`src/rtl/imp_cal_pkg.sv`:
```
package imp_cal_pkg;

   localparam int LADDER_LEN  = 14;
   localparam int LADDER_V15  = 10;
   localparam int LADDER_IDXW = $clog2(LADDER_LEN);

   typedef enum logic [2:0] {
      ST_IDLE,
      ST_PU_SETTLE,
      ST_HANDOFF,
      ST_PD_SETTLE,
      ST_FINISH
   } cal_state_e;

   typedef enum logic {
      MODE_V18 = 1'b0,
      MODE_V15 = 1'b1
   } volt_mode_e;

   localparam int LEG_PU = 0;
   localparam int LEG_PD = 1;
   localparam int N_LEGS = 2;

   // Impedance ladder, highest impedance first; the 1.5 V ladder is a prefix.
   function automatic logic [3:0] ladder_entry(input logic [LADDER_IDXW-1:0] idx);
      logic [3:0] c;
      case (idx)
         4'd0:    c = 4'h0;
         4'd1:    c = 4'h1;
         4'd2:    c = 4'h3;
         4'd3:    c = 4'h2;
         4'd4:    c = 4'h6;
         4'd5:    c = 4'h7;
         4'd6:    c = 4'h5;
         4'd7:    c = 4'h4;
         4'd8:    c = 4'hC;
         4'd9:    c = 4'hD;
         4'd10:   c = 4'hE;
         4'd11:   c = 4'hA;
         4'd12:   c = 4'hB;
         4'd13:   c = 4'h9;
         default: c = 4'h9;
      endcase
      return c;
   endfunction

   function automatic logic [LADDER_IDXW-1:0] ladder_last(input volt_mode_e m);
      return (m == MODE_V15) ? LADDER_IDXW'(LADDER_V15 - 1)
                             : LADDER_IDXW'(LADDER_LEN - 1);
   endfunction

   function automatic logic [3:0] half_strength(input volt_mode_e m);
      return (m == MODE_V15) ? 4'h0 : 4'hF;
   endfunction

endpackage

```
`src/rtl/imp_code_table.sv`:
```
module imp_code_table
   import imp_cal_pkg::*;
#(
   parameter int CODE_W = 4,
   parameter int IDX_W  = LADDER_IDXW
) (
   input  volt_mode_e        mode_i,
   input  logic [IDX_W-1:0]  idx_i,
   output logic [CODE_W-1:0] code_o,
   output logic [IDX_W-1:0]  last_o
);

   if (CODE_W != 4) begin : g_bad_width
      $error("imp_code_table: ladder entries are 4 bits wide");
   end
   if (IDX_W < LADDER_IDXW) begin : g_bad_idx
      $error("imp_code_table: index too narrow for the ladder");
   end

   logic [LADDER_IDXW-1:0] idx_n;
   assign idx_n = idx_i[LADDER_IDXW-1:0];

   assign code_o = CODE_W'(ladder_entry(idx_n));
   assign last_o = IDX_W'(ladder_last(mode_i));

endmodule

```
`src/rtl/settle_timer.sv`:
```
module settle_timer #(
   parameter int SETTLE_CYCLES = 4,
   localparam int TW = (SETTLE_CYCLES > 1) ? $clog2(SETTLE_CYCLES) : 1
) (
   input  logic clk,
   input  logic rst_n,
   input  logic restart_i,
   input  logic run_i,
   output logic expired_o
);

   logic [TW-1:0] cnt_q;

   always_ff @(posedge clk or negedge rst_n) begin
      if (!rst_n)          cnt_q <= '0;
      else if (restart_i)  cnt_q <= '0;
      else if (run_i && !expired_o) cnt_q <= cnt_q + 1'b1;
   end

   assign expired_o = run_i && (cnt_q == TW'(SETTLE_CYCLES - 1));

endmodule

```
`src/rtl/cal_leg_reg.sv`:
```
module cal_leg_reg #(
   parameter int CODE_W = 4
) (
   input  logic              clk,
   input  logic              rst_n,
   input  logic              init_i,
   input  logic [CODE_W-1:0] init_code_i,
   input  logic              load_i,
   input  logic [CODE_W-1:0] code_i,
   input  logic              oe_set_i,
   input  logic              oe_clr_i,
   input  logic              fail_set_i,
   output logic [CODE_W-1:0] code_o,
   output logic              oe_o,
   output logic              fail_o
);

   always_ff @(posedge clk or negedge rst_n) begin
      if (!rst_n) begin
         code_o <= '0;
         fail_o <= 1'b0;
      end else if (init_i) begin
         code_o <= init_code_i;
         fail_o <= 1'b0;
      end else begin
         if (load_i)     code_o <= code_i;
         if (fail_set_i) fail_o <= 1'b1;
      end
   end

   always_ff @(posedge clk or negedge rst_n) begin
      if (!rst_n)        oe_o <= 1'b0;
      else if (oe_set_i) oe_o <= 1'b1;
      else if (oe_clr_i) oe_o <= 1'b0;
   end

endmodule

```
`src/rtl/drv_imp_cal_seq.sv`:
```
module drv_imp_cal_seq
   import imp_cal_pkg::*;
#(
   parameter int CODE_W        = 4,
   parameter int SETTLE_CYCLES = 4
) (
   input  logic              clk,
   input  logic              rst_n,
   input  logic              start_i,
   input  logic              mode_i,
   input  logic              cal_en_i,
   input  logic              cmp_i,
   output logic              pu_oe_o,
   output logic              pd_oe_o,
   output logic [CODE_W-1:0] pu_code_o,
   output logic [CODE_W-1:0] pd_code_o,
   output logic              done_o,
   output logic [1:0]        fail_o
);

   localparam int IDX_W = LADDER_IDXW;

   if (SETTLE_CYCLES < 4) begin : g_bad_settle
      $error("drv_imp_cal_seq: SETTLE_CYCLES must be at least 4");
   end
   if (CODE_W != 4) begin : g_bad_code
      $error("drv_imp_cal_seq: CODE_W must be 4");
   end

   cal_state_e        state_q, state_d;
   volt_mode_e        mode_q;
   logic [IDX_W-1:0]  idx_q, idx_d;
   logic [IDX_W-1:0]  tbl_idx, last_idx;
   logic [CODE_W-1:0] tbl_code, init_code;
   logic              tmr_restart, tmr_run, tmr_expired;
   logic              accept, leg_init;
   logic              active_pd, at_last;

   logic [N_LEGS-1:0]              leg_load, leg_oe_set, leg_oe_clr, leg_fail_set;
   logic [N_LEGS-1:0]              leg_oe, leg_fail;
   logic [N_LEGS-1:0][CODE_W-1:0]  leg_code;

   assign accept = (state_q == ST_IDLE) && start_i;

   always_ff @(posedge clk or negedge rst_n) begin
      if (!rst_n) begin
         state_q <= ST_IDLE;
         mode_q  <= MODE_V18;
         idx_q   <= '0;
      end else begin
         state_q <= state_d;
         idx_q   <= idx_d;
         if (accept) mode_q <= volt_mode_e'(mode_i);
      end
   end

   imp_code_table #(
      .CODE_W (CODE_W),
      .IDX_W  (IDX_W)
   ) u_table (
      .mode_i (mode_q),
      .idx_i  (tbl_idx),
      .code_o (tbl_code),
      .last_o (last_idx)
   );

   settle_timer #(
      .SETTLE_CYCLES (SETTLE_CYCLES)
   ) u_timer (
      .clk       (clk),
      .rst_n     (rst_n),
      .restart_i (tmr_restart),
      .run_i     (tmr_run),
      .expired_o (tmr_expired)
   );

   assign active_pd = (state_q == ST_PD_SETTLE);
   assign tmr_run   = (state_q == ST_PU_SETTLE) || active_pd;
   assign at_last   = (idx_q == last_idx);
   assign init_code = cal_en_i ? '0 : CODE_W'(half_strength(volt_mode_e'(mode_i)));
   assign leg_init  = accept;

   always_comb begin
      state_d      = state_q;
      idx_d        = idx_q;
      tbl_idx      = idx_q + 1'b1;
      tmr_restart  = 1'b0;
      leg_load     = '0;
      leg_oe_set   = '0;
      leg_oe_clr   = '0;
      leg_fail_set = '0;
      unique case (state_q)
         ST_IDLE: begin
            if (start_i) begin
               idx_d = '0;
               if (cal_en_i) begin
                  leg_oe_set[LEG_PU] = 1'b1;
                  tmr_restart        = 1'b1;
                  state_d            = ST_PU_SETTLE;
               end else begin
                  state_d = ST_FINISH;
               end
            end
         end
         ST_PU_SETTLE, ST_PD_SETTLE: begin
            if (tmr_expired) begin
               if (cmp_i && !at_last) begin
                  idx_d                           = idx_q + 1'b1;
                  leg_load[active_pd ? 1 : 0]     = 1'b1;
                  tmr_restart                     = 1'b1;
               end else begin
                  leg_fail_set[active_pd ? 1 : 0] = cmp_i;
                  leg_oe_clr[active_pd ? 1 : 0]   = 1'b1;
                  state_d = active_pd ? ST_FINISH : ST_HANDOFF;
               end
            end
         end
         ST_HANDOFF: begin
            tbl_idx            = '0;
            idx_d              = '0;
            leg_load[LEG_PD]   = 1'b1;
            leg_oe_set[LEG_PD] = 1'b1;
            tmr_restart        = 1'b1;
            state_d            = ST_PD_SETTLE;
         end
         ST_FINISH: state_d = ST_IDLE;
         default:   state_d = ST_IDLE;
      endcase
   end

   for (genvar g = 0; g < N_LEGS; g++) begin : g_leg
      cal_leg_reg #(
         .CODE_W (CODE_W)
      ) u_leg (
         .clk         (clk),
         .rst_n       (rst_n),
         .init_i      (leg_init),
         .init_code_i (init_code),
         .load_i      (leg_load[g]),
         .code_i      (tbl_code),
         .oe_set_i    (leg_oe_set[g]),
         .oe_clr_i    (leg_oe_clr[g]),
         .fail_set_i  (leg_fail_set[g]),
         .code_o      (leg_code[g]),
         .oe_o        (leg_oe[g]),
         .fail_o      (leg_fail[g])
      );
   end

   assign pu_oe_o   = leg_oe[LEG_PU];
   assign pd_oe_o   = leg_oe[LEG_PD];
   assign pu_code_o = leg_code[LEG_PU];
   assign pd_code_o = leg_code[LEG_PD];
   assign fail_o    = leg_fail;
   assign done_o    = (state_q == ST_FINISH);

endmodule

```
`config.mk`:
```
export PLATFORM = sky130hd
export DESIGN_NAME = drv_imp_cal_seq
export DESIGN_NICKNAME = d
export VERILOG_FILES = /design/src/rtl/imp_cal_pkg.sv /design/src/rtl/imp_code_table.sv /design/src/rtl/settle_timer.sv /design/src/rtl/cal_leg_reg.sv /design/src/rtl/drv_imp_cal_seq.sv
export SDC_FILE = /design/constraint.sdc
export NUM_CORES = 1
export LEC_CHECK = 0
export BUFFER_PORTS_ARGS = -buffer_cell sky130_fd_sc_hd__buf_4
export CELL_PAD_IN_SITES_DETAIL_PLACEMENT = 0
export CELL_PAD_IN_SITES_GLOBAL_PLACEMENT = 2
export CORE_MARGIN = 5
export CORE_UTILIZATION = 31
export CTS_CLUSTER_SIZE = 25
export DETAILED_ROUTE_END_ITERATION = 10
export PLACE_DENSITY = 0.77
export SLEW_MARGIN = 0
export SYNTH_ARGS = -nofsm -noshare
export SYNTH_HDL_FRONTEND = slang
export SYNTH_SLANG_ARGS = --single-unit
```
`constraint.sdc`:
```
create_clock -name clk -period 2 [get_ports clk]
set_input_delay 0.4 -clock clk [delete_from_list [all_inputs] [get_ports clk]]
set_output_delay 0.4 -clock clk [all_outputs]
set_load 0.05 [all_outputs]
```
==> results by group, run 1 <==
Run status
  – Status: finished with violations
  – Failing checks: negative setup slack

Clocking
  – CTS tree: done
  – Post-CTS Hold Buffers: 0
  – Num CTS Buffers: 3
  – CTS clock-pin slew for the worst setup and hold paths: 90 ps
  – Clk root buf: clkbuf_8
  – Clock latency on the worst-skew pair: 270 ps
  – Buffer levels on the longest clock path: 2
  – H-tree depth: 1
  – Clock Sink Count: 22

STA
  – Max-slew violations: 0
  – RSZ-0062 raised after global routing: yes
  – Worst setup margin: -144 ps
  – Relative slew margins: 62.3%
  – FMAX: 0.466 GHz
  – Slew @ Worst Pin: 558 ps
  – Setup violations, final: 5
  – Tmin final: 2140 ps
  – Clock Skews: 9.86 ps
  – Fin. Hold Viols: 0
  – Period utilisation layout: 107%
  – Setup TNS: -376 ps

Final layout
  – # nets final: 200
  – Final instance count without filler cells: 239
  – Area Growth Syn to Fin: 34.3%
  – Leading cell type in the layout, fill and taps excluded: buf_4
  – Layout filler cell count: 439
  – Share of cells above drive strength 1: 39.0%
  – Most frequent cells in the layout: buf_4, dfrtp_1, nor2_1, nand2_1, o21ai_0
  – Antenna cell count: 0

Die
  – Initial Utilization: 31.8%
  – Io pins: 19
  – Die area: 0.00586 sq mm
  – Die height: 76.6 um
  – FP Rows: 24
  – Die Wd: 76.6 um
  – Core area: 0.00432 sq mm

Route
  – Post-route ant nets: 0
  – Vias: 1227
  – Drt via density: 5.13
  – Residual DRC: 0
  – WL/cell: 14.9 um
  – Final wirelength: 3570 um
  – DRT iter0 DRCs: 80
  – Initial DRT Pass Iterations: 4

Placed design
  – Final HPWL DP: 2720 um
  – Gpl congestion: 0.804
  – DP Cell Count: 230
  – Dpl ws: -188 ps
  – PortBufs: 18

Setup path
  – Critical Path AT: 2300 ps
  – FF-to-FF setup slack: -140 ps
  – RR Startpoint: state_q[1]$_DFFE_PN0P_
  – CP Max Fanout: 2
  – Crit path launch type: flip-flop
  – CP Capture Type: flip-flop
  – Critical path type: reg2reg
  – WP data required: 2160 ps
  – R2R depth: 8
  – Reg2reg end: g_leg[1].u_leg.code_o[1]$_DFFE_PN0P_

Global route
  – Met2 global-route usage: 21.1%
  – Vias in the first global route: 1289
  – GRT busiest layer: met2
  – Global routing usage on met1: 17.0%
  – Initial antenna violation count: 0
  – Grt total ovfl: 0
  – Grt met3 use: 3.07%
  – Largest net degree at the start of global routing: 23
  – Gr usage total: 12.8%
  – First-pass GRT wire length: 6190 um

Synth
  – Mapped Nets: 160
  – Synthesized area: 0.00137 sq mm
  – Synth warn: 0
  – Seq/Total Area, Yosys: 40.1%
  – Avg Cell Area, Syn: 9.28 sq um
  – EDFF count, synth: 0
  – #FFs+latches synth: 22
  – Post-Synthesis Cells: 148
  – Post-synth cell types: 47
  – Top FF cell, synth: dfrtp_1
  – Post-synth ARST share: 100%

Min path
  – Tightest Hold Check Type: in2async

Power and ir drop
  – Leakage: 0.000836 uW
  – Max VDD drop: 0.601 mV
  – Overall power: 2900 uW
  – Power per cell area: 1570 mW/mm^2

Job
  – Max_cap viols: 0
## flip-flops by register name, summed over array words and instances (netlist names)
name,flops
g_leg.u_leg.fail_o,2
idx_q,4
g_leg.u_leg.code_o,8
state_q,3
mode_q,1
u_timer.cnt_q,2
g_leg.u_leg.oe_o,2
## repair_timing
action                                  CTS  global route
gates resized for setup                  12             2
pin swaps                                 6             3
cloned                                    0             0
endpoints found under the setup margin    6             6
setup buffers                             5             0
## cell usage after synthesis, drive strengths merged, types with 3 or more instances
master / number / share of area (%)
xnor2: 3 / 1.9
o211ai: 3 / 1.6
nor2: 14 / 3.8
a21oi: 6 / 2.2
o21ai: 12 / 4.9
dfrtp: 22 / 40
ha: 6 / 5.5
nand3: 4 / 1.5
a21o: 3 / 1.6
a31oi: 3 / 1.4
nor2b: 3 / 1.4
mux2: 5 / 4.1
inv: 8 / 2.2
nand2: 12 / 3.5
buf: 6 / 3.0
nor3b: 4 / 2.2
## area by class of cell
| class | count | area (sq um) | share of cell area [%] |
|---|---|---|---|
| clock buffers | 4 | 55.1 | 2.98 |
| inverters | 8 | 32.5 | 1.76 |
| multi-input cells | 110 | 818 | 44.3 |
| flip-flops and latches | 22 | 552 | 29.9 |
| well taps | 52 | 65.1 | 3.53 |
| repair buffers | 43 | 323 | 17.5 |
## how the worst max path moves through the flow
stage,startpoint,to,slack [ps],depth (start not counted)
3_5_place_dp,idx_q[1]$_DFFE_PN0P_,g_leg[1].u_leg.code_o[2]$_DFFE_PN0P_,-190,11
2_1_floorplan,state_q[1]$_DFFE_PN0P_,g_leg[1].u_leg.code_o[1]$_DFFE_PN0P_,-120,9
5_1_grt,state_q[1]$_DFFE_PN0P_,g_leg[1].u_leg.code_o[1]$_DFFE_PN0P_,-220,8
6_report,state_q[1]$_DFFE_PN0P_,g_leg[1].u_leg.code_o[1]$_DFFE_PN0P_,-140,8
3_3_place_gp,state_q[1]$_DFFE_PN0P_,g_leg[0].u_leg.code_o[2]$_DFFE_PN0P_,-100,10
4_1_cts,state_q[1]$_DFFE_PN0P_,g_leg[1].u_leg.code_o[1]$_DFFE_PN0P_,-90,8
## stage by stage
| step | hold WS [ps] | util, % | area, sq um |
|---|---|---|---|
| finish | 8.24 | 42.7 | 1850 |
| global route | 29.1 | 42.7 | 1850 |
| CTS | 17.6 | 42.3 | 1830 |
| detailed placement | 311 | 39.5 | 1710 |
| global placement | 302 | 39.5 | 1710 |
| floorplan | 104 | - | 1410 |
## power breakdown
part | switching (uW) | internal, uW | leakage, uW
registers | 111 | 609 | 0.000277
clock network | 150 | 176 | 0.0000288
logic | 1060 | 794 | 0.000530
## worst max-delay path, cell delays in order (launching register included)
cell	delay, ps
dfrtp_1	380
or2b_1	200
nor2_2	50
or2_4	250
ha_2	190
or4_1	470
o2111ai_1	110
o211ai_1	150
o221a_1	240
## cell families (layout without fill, tap and decap cells)
kind of cell | after synthesis | after routing | share of synthesized area, %
flops | 22 | 22 | 40.1
buf+inv | 16 | 55 | 5.74
simple gates | 53 | 53 | 21.0
mux | 6 | 6 | 4.83
fa+ha+maj | 6 | 6 | 5.46
xor+xnor | 4 | 4 | 2.55
compound gates | 41 | 41 | 20.3
## per-layer routing
layer,part of all wire [%],vias up
li1,-,605
met1,48,599
met2,48,19
met3,3.4,4
met4,0.70,0
met5,0,-
No activity file was read; power rests on OpenSTA's default activity.
==> run 2: changes to the inputs <==
Settings changed: CORE_ASPECT_RATIO set to 0.75.
==> run 2 against run 1 <==
  * The run still ends with negative setup slack left
  * Non-clock buffer count fell by 5
  * Die area up 0.24%
  * Clock power down 2%
  * Final cell count unchanged
  * Register-to-register slack improved by 90 ps
  * Worst setup slack better by 95 ps
  * Clock-buffer cell count unchanged
  * Via count down 0.49%
  * Final area down 1.2%
  * Wire length shrank 1.3%
  * Total power down 1.3%
  * Global-route usage up 0.25 points
  * Critical path type unchanged
  * Largest power group unchanged
  * Highest routed layer unchanged
==> results by group, run 2 (synthesis gave the netlist of run 1 again) <==
Setup path
  – Reg2reg end: g_leg[1].u_leg.code_o[2]$_DFFE_PN0P_
  – R2R depth: 10 (+2)
  – WP data required: 2150 ps (about the same)
  – Crit path launch type: flip-flop
  – RR Startpoint: state_q[1]$_DFFE_PN0P_
  – CP Max Fanout: 3 (+1)
  – Critical path type: reg2reg
  – Critical Path End: g_leg[1].u_leg.code_o[2]$_DFFE_PN0P_
  – CP Capture Type: flip-flop
  – FF-to-FF setup slack: -50 ps (+90 ps)
  – Setup crit start: state_q[1]$_DFFE_PN0P_
  – Critical Path AT: 2200 ps (-100 ps)

Placed design
  – PortBufs: 18 (unchanged)
  – Gpl congestion: 0.804 (about the same)
  – Final HPWL DP: 2740 um (+0.82%)
  – Dpl ws: -190 ps (-2.23 ps)
  – Dpl cell area: 0.00169 sq mm (-0.95%)

Clocking
  – CTS tree: done
  – Clk root buf: clkbuf_8
  – Clock latency on the worst-skew pair: 260 ps (about the same)
  – Post-CTS Hold Buffers: 0 (unchanged)
  – H-tree depth: 1 (unchanged)
  – CTS clock-pin slew for the worst setup and hold paths: 80 ps (about the same)
  – Clock Sink Count: 22 (unchanged)
  – Num CTS Buffers: 3 (unchanged)
  – Buffer levels on the longest clock path: 2 (unchanged)

Route
  – Initial DRT Pass Iterations: 4 (unchanged)
  – Post-route ant nets: 0 (unchanged)
  – Routed length on met1: 1780 um (+4.5%)
  – Top Metal Used: met4
  – WL/cell: 14.7 um (-1.3%)
  – Vias: 1221 (-0.49%)
  – DRT iter0 DRCs: 56 (-30%)
  – DR WL met3: 167 um (+38%)
  – Met2 WL: 1560 um (-9.2%)
  – Drt via density: 5.11 (-0.49%)
  – Residual DRC: 0 (unchanged)
  – Final wirelength: 3530 um (-1.3%)

Global route
  – First-pass GRT wire length: 5890 um (-4.8%)
  – Largest net degree at the start of global routing: 23 (unchanged)
  – Vias in the first global route: 1187 (-7.9%)
  – Grt total ovfl: 0 (unchanged)
  – Initial antenna violation count: 0 (unchanged)
  – Gr usage total: 13.0% (+0.25 points)

Die
  – Die area: 0.00588 sq mm (+0.24%)
  – Initial Utilization: 31.5% (-0.27 points)
  – Core area: 0.00436 sq mm (+0.87%)
  – Die Wd: 86.9 um (+13%)
  – Io pins: 19 (unchanged)
  – Die height: 67.7 um (-12%)
  – FP Rows: 21 (-13%)

Min path
  – Tightest Hold Check Type: in2async

STA
  – RSZ-0062 raised after global routing: yes
  – Setup violations, final: 5 (unchanged)
  – Slew @ Worst Pin: 606 ps (+48.1 ps)
  – Fin. Hold Viols: 0 (unchanged)
  – Period utilisation layout: 102% (-4.7 points)
  – Relative slew margins: 59.0% (-3.2 points)
  – Max-slew violations: 0 (unchanged)
  – FMAX: 0.488 GHz (+4.6%)
  – Tmin final: 2050 ps (-94.8 ps)
  – Setup TNS: -180 ps (+195 ps)
  – Clock Skews: 1.80 ps (-8.06 ps)
  – Worst setup margin: -48.9 ps (+94.8 ps)

Final layout
  – Top reg by flops: g_leg.u_leg.code_o
  – Area Growth Syn to Fin: 32.7%
  – Leading cell type in the layout, fill and taps excluded: buf_4
  – Final Instance Area: 0.00182 sq mm (-1.2%)
  – Share of cells above drive strength 1: 38.5% (-0.58 points)
  – # nets final: 195 (-2.5%)
  – Max reg flops: 8 (unchanged)
  – Most frequent cells in the layout: buf_4, dfrtp_1, nor2_1, nand2_1, o21ai_0
  – Antenna cell count: 0 (unchanged)
  – Regs by FF count: g_leg.u_leg.code_o: 8 flops, idx_q: 4 flops, state_q: 3 flops

Run status
  – Failing checks: negative setup slack
  – Status: finished with violations

Power and ir drop
  – Power per cell area: 1570 mW/mm^2 (-0.13%)
  – Leakage: 0.000816 uW (-2.4%)
  – Max VDD drop: 0.715 mV (+19%)

Job
  – Max_cap viols: 0 (unchanged)
-- run 2: changes by cell type in the layout (fill, tap and decap cells not counted) --
cell,before,now
ha_4,3,2
o2111ai_1,1,0
buf_6,0,1
or4_1,2,1
nand2b_4,0,1
or4_4,0,1
buf_4,43,37
nand2b_1,2,1
o2111ai_2,0,1
ha_1,1,2
-- run 2: timing repair --
item / CTS / global route
setup buffers: 2 / 1
endpoints found under the setup margin: 6 / 6
endpoints found under the hold margin: 0 / 0
gates resized for setup: 13 / 3
pin swaps: 7 / 7
-- run 2: stage by stage --
stage | power, uW | cells | hold slack, ps | util [%]
4_1_cts | 2850 | 238 | 11.5 | 41.3
3_3_place_gp | 2370 | 232 | 301 | 38.8
2_1_floorplan | 1870 | 148 | 104 | -
3_5_place_dp | 2400 | 232 | 307 | 38.8
5_1_grt | 3070 | 239 | 28.3 | 41.8
6_report | 2860 | 239 | 14.1 | 41.8
-- run 2: worst min-delay path by stage --
stage | startpoint | endpoint | slack [ps] | depth (start not counted)
3_5_place_dp | rst_n | g_leg[1].u_leg.oe_o$_DFFE_PN0P_ | 310 | 1
6_report | rst_n | g_leg[1].u_leg.fail_o$_DFFE_PN0P_ | 10 | 1
2_1_floorplan | rst_n | g_leg[0].u_leg.code_o[0]$_DFFE_PN0P_ | 100 | 0
4_1_cts | rst_n | g_leg[1].u_leg.oe_o$_DFFE_PN0P_ | 10 | 1
5_1_grt | rst_n | g_leg[1].u_leg.fail_o$_DFFE_PN0P_ | 30 | 1
3_3_place_gp | rst_n | g_leg[1].u_leg.oe_o$_DFFE_PN0P_ | 300 | 1
-- run 2: critical path, stage by stage (launching register included) --
cell and delay (ps):
dfrtp_1 380, or2b_1 200, nor2_2 50, or2_4 250, inv_4 70, ha_4 130, nand2b_4 110, o211ai_1 90
a311oi_2 300, o21ai_2 100, mux2_2 260
-- run 2: cell type report --
cell class                      count  area (sq um)
Inverter                            8          32.5
Clock buffer                        4          55.1
Timing Repair Buffer               38           289
Fill cell                         454          2540
Tap cell                           57          71.3
Sequential cell                    22           552
Multi-Input combinational cell    110           823
-- run 2: metal layers --
layer  global-route usage, %  up-vias
met1                    18.3      594
met5                       0        -
met4                    2.33        0
met3                    3.17        4
met2                    20.5       24
li1                        -      599
-- run 2: report_power, final --
group	leakage [uW]	internal (uW)	total (uW)	switching (uW)
clock network	0.0000288	175	317	142
logic	0.000510	763	1820	1050
registers	0.000277	610	723	114
